### config.mk
export PLATFORM = sky130hd
export DESIGN_NAME = paged_mem_decoder
export DESIGN_NICKNAME = d
export VERILOG_FILES = /design/src/rtl/mdec_pkg.sv /design/src/rtl/mdec_region_decode.sv /design/src/rtl/mdec_bank_select.sv /design/src/rtl/mdec_strobe_gen.sv /design/src/rtl/mdec_page_reg.sv /design/src/rtl/paged_mem_decoder.sv
export SDC_FILE = /design/constraint.sdc
export NUM_CORES = 1
export LEC_CHECK = 0
export CAP_MARGIN = 20
export CORE_AREA = 2 2 39 41
export DETAILED_ROUTE_END_ITERATION = 12
export DIE_AREA = 0 0 41 43
export DONT_BUFFER_PORTS = 1
export PLACE_DENSITY = 0.4
export SYNTH_ARGS = -nofsm -noshare
export SYNTH_HDL_FRONTEND = slang
export SYNTH_SLANG_ARGS = --single-unit
### constraint.sdc
create_clock -name clk -period 2.1 [get_ports clk]
set_input_delay 0.42 -clock clk [delete_from_list [all_inputs] [get_ports clk]]
set_output_delay 0.42 -clock clk [all_outputs]
set_load 0.03 [all_outputs]
### src/rtl/mdec_pkg.sv
package mdec_pkg;

   // Decoded address region, before page steering and bus qualification
   typedef enum logic [2:0] {
      RG_NONE = 3'd0,
      RG_RAM  = 3'd1,
      RG_IO   = 3'd2,
      RG_BOOT = 3'd3,
      RG_ROM2 = 3'd4,
      RG_XROM = 3'd5,
      RG_EXP  = 3'd6,
      RG_VID  = 3'd7
   } region_e;

   // Role of each 4K block in the upper half, indexed by the three bits below the MSB
   function automatic region_e upper_role(input logic [2:0] blk);
      case (blk)
         3'd0, 3'd1: return RG_XROM;
         3'd2:       return RG_EXP;
         3'd3:       return RG_VID;
         3'd4, 3'd5: return RG_ROM2;
         default:    return RG_BOOT;
      endcase
   endfunction

endpackage

### src/rtl/mdec_region_decode.sv
module mdec_region_decode
   import mdec_pkg::*;
#(
   parameter int   ADDR_W      = 16,
   parameter logic [7:0] IO_PAGE     = 8'h01,
   parameter logic [7:0] LOW_RAM_MIN = 8'h20,
   parameter logic [7:0] LOW_RAM_MAX = 8'h7F
) (
   input  logic [ADDR_W-1:0] addr,
   output region_e           region
);
   localparam int HI_BIT  = ADDR_W - 1;
   localparam int BLK_MSB = ADDR_W - 2;
   localparam int BLK_LSB = ADDR_W - 4;
   localparam int PG_LSB  = 8;

   generate
      if (ADDR_W < 12) begin : g_bad_width
         $error("mdec_region_decode: ADDR_W must be at least 12");
      end
   endgenerate

   logic [ADDR_W-PG_LSB-1:0] pg_idx;
   logic [7:0]               pg_off;
   logic [2:0]               blk_idx;

   assign pg_idx  = addr[ADDR_W-1:PG_LSB];
   assign pg_off  = addr[PG_LSB-1:0];
   assign blk_idx = addr[BLK_MSB:BLK_LSB];

   always_comb begin
      region = RG_NONE;
      if (addr[HI_BIT]) begin
         region = upper_role(blk_idx);
      end else if (pg_idx == '0) begin
         if (pg_off >= LOW_RAM_MIN && pg_off <= LOW_RAM_MAX)
            region = RG_RAM;
      end else if (pg_idx == (ADDR_W-PG_LSB)'(IO_PAGE)) begin
         region = RG_IO;
      end else begin
         region = RG_RAM;
      end
   end

endmodule

### src/rtl/mdec_bank_select.sv
module mdec_bank_select
   import mdec_pkg::*;
#(
   parameter int PAGE_W = 2
) (
   input  region_e           region,
   input  logic              vma,
   input  logic [PAGE_W-1:0] page,
   output logic [(1<<PAGE_W)-1:0] cs_ram_n,
   output logic              cs_io_n,
   output logic              cs_boot_n,
   output logic              cs_rom2_n,
   output logic              cs_xrom_n,
   output logic              cs_exp_n,
   output logic              cs_vid_n
);
   localparam int NUM_BANKS = 1 << PAGE_W;

   logic ram_hit;
   assign ram_hit = vma && (region == RG_RAM);

   // One select per RAM chip, steered by the page value
   genvar gi;
   generate
      for (gi = 0; gi < NUM_BANKS; gi++) begin : g_bank
         assign cs_ram_n[gi] = ~(ram_hit && (page == PAGE_W'(gi)));
      end
   endgenerate

   assign cs_io_n   = ~(vma && region == RG_IO);
   assign cs_boot_n = ~(vma && region == RG_BOOT);
   assign cs_rom2_n = ~(vma && region == RG_ROM2);
   assign cs_xrom_n = ~(vma && region == RG_XROM);
   assign cs_exp_n  = ~(vma && region == RG_EXP);
   assign cs_vid_n  = ~(vma && region == RG_VID);

endmodule

### src/rtl/mdec_strobe_gen.sv
module mdec_strobe_gen (
   input  logic rw,
   input  logic e_clk,
   output logic rd_n,
   output logic wr_n
);
   assign rd_n = ~(e_clk &  rw);
   assign wr_n = ~(e_clk & ~rw);
endmodule

### src/rtl/mdec_page_reg.sv
module mdec_page_reg #(
   parameter int   ADDR_W    = 16,
   parameter int   DATA_W    = 8,
   parameter int   PAGE_W    = 2,
   parameter logic [15:0] PAGE_ADDR = 16'h0100
) (
   input  logic              clk,
   input  logic              rst_n,
   input  logic [ADDR_W-1:0] addr,
   input  logic [DATA_W-1:0] din,
   input  logic              rw,
   input  logic              e_clk,
   input  logic              vma,
   output logic [PAGE_W-1:0] page
);
   generate
      if (PAGE_W > DATA_W || PAGE_W < 1) begin : g_bad_page
         $error("mdec_page_reg: PAGE_W must be 1..DATA_W");
      end
   endgenerate

   logic load;
   assign load = vma && e_clk && !rw && (addr == ADDR_W'(PAGE_ADDR));

   always_ff @(posedge clk or negedge rst_n) begin
      if (!rst_n)    page <= '0;
      else if (load) page <= din[PAGE_W-1:0];
   end
endmodule

### src/rtl/paged_mem_decoder.sv
module paged_mem_decoder
   import mdec_pkg::*;
#(
   parameter int   ADDR_W    = 16,
   parameter int   DATA_W    = 8,
   parameter int   PAGE_W    = 2,
   parameter logic [15:0] PAGE_ADDR = 16'h0100
) (
   input  logic                    clk,
   input  logic                    rst_n,
   input  logic [ADDR_W-1:0]       addr,
   input  logic [DATA_W-1:0]       din,
   input  logic                    rw,
   input  logic                    e_clk,
   input  logic                    vma,
   output logic [(1<<PAGE_W)-1:0]  cs_ram_n,
   output logic                    cs_io_n,
   output logic                    cs_boot_n,
   output logic                    cs_rom2_n,
   output logic                    cs_xrom_n,
   output logic                    cs_exp_n,
   output logic                    cs_vid_n,
   output logic                    rd_n,
   output logic                    wr_n,
   output logic [PAGE_W-1:0]       page
);
   region_e region;

   mdec_region_decode #(.ADDR_W(ADDR_W)) u_region (
      .addr   (addr),
      .region (region)
   );

   mdec_page_reg #(
      .ADDR_W(ADDR_W), .DATA_W(DATA_W), .PAGE_W(PAGE_W), .PAGE_ADDR(PAGE_ADDR)
   ) u_page (
      .clk(clk), .rst_n(rst_n), .addr(addr), .din(din),
      .rw(rw), .e_clk(e_clk), .vma(vma), .page(page)
   );

   mdec_bank_select #(.PAGE_W(PAGE_W)) u_sel (
      .region(region), .vma(vma), .page(page),
      .cs_ram_n(cs_ram_n), .cs_io_n(cs_io_n), .cs_boot_n(cs_boot_n),
      .cs_rom2_n(cs_rom2_n), .cs_xrom_n(cs_xrom_n),
      .cs_exp_n(cs_exp_n), .cs_vid_n(cs_vid_n)
   );

   mdec_strobe_gen u_strobe (
      .rw(rw), .e_clk(e_clk), .rd_n(rd_n), .wr_n(wr_n)
   );

endmodule

# After elaboration in Yosys (flattened, before gate mapping)
# Index checks and enable logic that the tools add are counted.
[totals]
reg_bits = 2
inputBits = 29
wordCells = 61
[op_classes]
muxes = 5
reduce_logical = 21
order_cmp = 2
n_bitwise = 15
n_eq_ne = 17
[op_table]
columns = ["op", "count"]
rows = [
  ["== test 3 bit, second input constant", 6],
  ["== test 16 x 9 -> 1 bit, second input constant", 1],
  ["logical AND 1 bit", 15],
  ["NOT 1 bit", 13],
  ["== test 3 x 2 -> 1 bit, second input constant", 4],
  ["one-hot mux 3 bit (4 select lines)", 1],
  ["== test 8 x 1 -> 1 bit, second input constant", 1],
  [">= comparator 8 x 6 -> 1 bit, second input constant", 1],
  ["less-or-equal comparator 8 x 7 -> 1 bit, second input constant", 1],
  ["zero test 8 bit", 1],
  ["== test 3 x 1 -> 1 bit, second input constant", 2],
  ["2-to-1 mux 3 bit", 2],
  ["== test 2 bit, second input constant", 2],
  ["OR reduction 2 bit", 2],
  ["zero test 3 bit", 1],
  ["bitwise AND 1 bit", 2],
  ["== test 2 x 1 -> 1 bit, second input constant", 1],
  ["zero test 2 bit", 1],
  ["2-to-1 mux 2 bit", 1],
  ["zero test 1 bit", 1],
  ["2-to-1 mux 1 bit", 1],
]

# Logic depth before layout (Yosys ltp)
[logic_depth]
ltp_word = 9
ltp_mapped = 4
mapped_depth_nobuf = 4

# Hierarchy
# A second synthesis with hierarchy kept.
[hier_totals]
hier_cells = 41
hier_area_um2 = 296.5
[modules_own_cells]
columns = ["mod", "area_per_inst_um2", "cells_each", "n_inst", "seq_area_each_um2"]
rows = [
  ["mdec_page_reg", 120.1, 12, 1, 50.0],
  ["mdec_bank_select", 93.8, 15, 1, 0.0],
  ["mdec_region_decode", 72.6, 12, 1, 0.0],
  ["mdec_strobe_gen", 10.0, 2, 1, 0.0],
]

# Worst setup path after synthesis
# Ideal clock, no wire load.
[synth_path]
path_kind = "input to output"
from = "in addr[13]"
to = "out cs_ram_n[0]"
required_time_ns = 1.680
stages = 4
path_slack_ns = 0.256
n_path_buf = 0
t_arrival_ns = 1.424
cell_sequence = "nor4_1 -> nor4b_4 -> a21oi_1 -> or3b_2"
[synth_between]
elab_chain_cells = 8
[synth_lines]
columns = ["item", "line_no", "source"]
rows = [
  ["start, declared", "paged_mem_decoder.sv:11", "input logic [ADDR_W-1:0] addr,"],
  ["== test 3 bit, or another cell as far along", "mdec_pkg.sv:17", "case (blk)"],
  ["OR reduction 2 bit or 2-to-1 mux 2 bit (tied branches)", "mdec_pkg.sv:17, mdec_region_decode.sv:38", ""],
  ["one-hot mux 3 bit (4 select lines) or 2-to-1 mux 3 bit (tied branches)", "mdec_pkg.sv:17, mdec_region_decode.sv:35", ""],
  ["2-to-1 mux 3 bit *", "mdec_region_decode.sv:33", "if (addr[HI_BIT]) begin"],
  ["== test 3 x 1 -> 1 bit *", "mdec_bank_select.sv:20", "assign ram_hit = vma && (region == RG_RAM);"],
  ["logical AND 1 bit *", "mdec_bank_select.sv:20", ""],
  ["logical AND 1 bit *", "mdec_bank_select.sv:26", "assign cs_ram_n[gi] = ~(ram_hit && (page == PAGE_W'(gi)));"],
  ["NOT 1 bit *", "mdec_bank_select.sv:26", ""],
  ["end, declared", "paged_mem_decoder.sv:16", "output logic [(1<<PAGE_W)-1:0] cs_ram_n,"],
]
# Mark *: on every way between the ends. The rest lies on a longest branch, timed or not.

# Worst setup path in the final report
[layout_path]
from = "in vma"
to = "out cs_ram_n[0]"
[layout_between]
elab_chain_cells = 3
[layout_lines]
columns = ["item", "line_no", "source"]
rows = [
  ["start, declared", "paged_mem_decoder.sv:15", "input logic vma,"],
  ["logical AND 1 bit", "mdec_bank_select.sv:20", ""],
  ["logical AND 1 bit", "mdec_bank_select.sv:26", ""],
  ["NOT 1 bit", "mdec_bank_select.sv:26", ""],
]
# No other way between the ends.

==> impl_metrics.json <==
{
  "grt_max_degree": 7,
  "fillers": 151,
  "peakVddDrop_mv": 0.0833,
  "grt_remaining_overflow": 0,
  "dieArea_um2": 1760,
  "finalCriticalPeriod_ps": 1920,
  "drtIter0Drc": 5,
  "finalNetCount": 65,
  "yosysSeqAreaShare_pct": 18.8,
  "slew_headroom_pct": 73.3,
  "n_antenna_cell": 0,
  "finClkSkew_ps": 0,
  "tns_ps": 0,
  "status": "completed",
  "fin_cells": 50,
  "multiInputGateArea_um2": 223,
  "syn2layout_area_growth_pct": 24.9,
  "rows": 14,
  "synth_fp_nets": 58,
  "wl_per_cell_um": 15.0,
  "remaining_drc_errors": 0,
  "dr.pass1.iters": 4,
  "largest_reg_flops": 2,
  "fmax_mhz": 521,
  "largest-register": "u_page.page",
  "endpoint_kind": "primary output",
  "leakage_nw": 0.102,
  "period_share_pct": 91.4,
  "dp_slack_ps": 118,
  "rsz0062_at_grt": "false",
  "antenna_left": 0,
  "vias": 276,
  "htreeDepth": 1,
  "crit_type": "input pin to primary output",
  "clkTransAtPathRegs_ps": 30,
  "post_dp_cell_area_um2": 294,
  "syn_area_um2": 267,
  "hold_ws_ps": 351,
  "startpoint_type": "input pin",
  "fin_area_um2": 333,
  "portBuffers": 0,
  "largest_registers": "u_page.page (2)",
  "cap_violations": 0,
  "cp.arrival_ps": 1500,
  "register_area_um2": 50.0,
  "die_h_um": 43,
  "holdPathStages": 1,
  "final_max_slew_viol_count": 0,
  "reg2reg_depth": 1,
  "chipWidth_um": 41,
  "clkLatencyLatePin_ps": 220,
  "drive_gt1_share_pct": 32.4,
  "min_path_type": "input pin to flip-flop",
  "placed_cells": 46,
  "netlist_instances": 29,
  "worstPathRequired_ps": 1680,
  "gp_congestion": 0.583,
  "tritoncts": "yes",
  "grt_antenna_before_repair": 0,
  "power.density_nw_per_um2": 451,
  "setup_ws_ps": 180,
  "pin_count": 43,
  "fin_total_pwr_mw": 0.150,
  "wl_um": 748,
  "cts-root-buf": "clkbuf_4",
  "numCtsBuffers": 3,
  "setup_viol": 0,
  "ys_types": 21,
  "ys_seq_elements": 2,
  "fin_util_pct": 24.1,
  "hold_viol": 0,
  "initial_core_util_pct": 19.3,
  "dp_hpwl_um": 653,
  "crit_fanout": 5,
  "core-area_um2": 1380,
  "syn_avg_cell_area_um2": 9.19,
  "yosysWarnings": 0,
  "grt_pass1_wl_um": 1060,
  "track_usage_pct": 8.69,
  "via_per_inst": 5.52,
  "clock-sinks": 2,
  "worstMarginPinSlew_ps": 399,
  "cts_buffer_depth": 2,
  "grt_pass1_vias": 304
}
[power breakdown]
| part | internal, mW | total [mW] | switching [mW] |
|---|---|---|---|
| clock | 0.0630 | 0.0836 | 0.0206 |
| combinational | 0.0103 | 0.0277 | 0.0173 |
| sequential | 0.0388 | 0.0389 | 0.0000133 |
| total | 0.112 | 0.150 | 0.0380 |
[final timing paths]
| check | startpoint | to | slack [ps] |
|---|---|---|---|
| min in group asynchronous | rst_n | u_page.page[0]$_DFFE_PN0P_ | 430 |
| max | vma | cs_ram_n[0] | 180 |
| max in group asynchronous | rst_n | u_page.page[1]$_DFFE_PN0P_ | 1540 |
| max reg2reg | u_page.page[1]$_DFFE_PN0P_ | u_page.page[1]$_DFFE_PN0P_ | 1130 |
| min | din[0] | u_page.page[0]$_DFFE_PN0P_ | 350 |
| min reg2reg | u_page.page[0]$_DFFE_PN0P_ | u_page.page[0]$_DFFE_PN0P_ | 820 |
[metal layers]
metal / track usage, % / part of all wire [%] / vias up / wire [um]
met1: 6.96 / 32 / 125 / 237
met4: 6.00 / 0 / 0 / 0
met3: 1.57 / 14 / 0 / 104
met2: 16.6 / 54 / 25 / 406
li1: - / - / 126 / -
met5: 0 / 0 / - / 0
[what timing repair did]
action / 4_1_cts / 5_1_grt
setup endpoints to repair: 0 / 4
buffers inserted: 0 / 0
resized for setup: 0 / 1
endpoints found under the hold margin: 2 / 0
hold buffers: 1 / 0
[layout by cell type (no fill, tap or decap), types with 2 or more instances in the layout]
master,synthesis,final
clkbuf_4,0,3
nand3_1,2,2
nor4_2,1,2
mux2_4,2,2
nor2_1,2,2
nand2_1,2,2
dfrtp_1,2,2
nand3b_1,4,4
[critical path: stages]
cell and delay (ps):
or2b_1 220, a21oi_1 260, or3b_2 590
[cell type report]
type / instances / area share, %
Clock buffer: 3 / 6.77
Multi-Input combinational cell: 27 / 66.9
Sequential cell: 2 / 15.0
Tap cell: 16 / 6.02
Timing Repair Buffer: 2 / 5.26
[kinds of logic after synthesis]
logic type,share of synthesized area (%)
flops,18.8
mux,11.3
compound gates,3.75
simple gates,66.2
[Yosys cell counts]
library cell | n | area, um^2
nor4b_4 | 1 | 23.8
nor2_1 | 2 | 7.51
nor3_1 | 1 | 5.00
nor4_2 | 1 | 12.5
nand2_1 | 2 | 7.51
nand3_1 | 2 | 10.0
nor4b_1 | 1 | 8.76
nor4_1 | 1 | 6.26
nand2b_1 | 1 | 6.26
o21ai_0 | 1 | 5.00
nand4_1 | 1 | 6.26
and4_4 | 1 | 11.3
nand4b_1 | 1 | 8.76
a21oi_1 | 1 | 5.00
or3b_2 | 1 | 8.76
mux2_4 | 2 | 30.0
dfrtp_1 | 2 | 50.1
or4b_1 | 1 | 10.0
or2b_1 | 1 | 7.51
nand3b_1 | 4 | 30.0
or3_1 | 1 | 6.26
(Power assumes the default switching activity.)
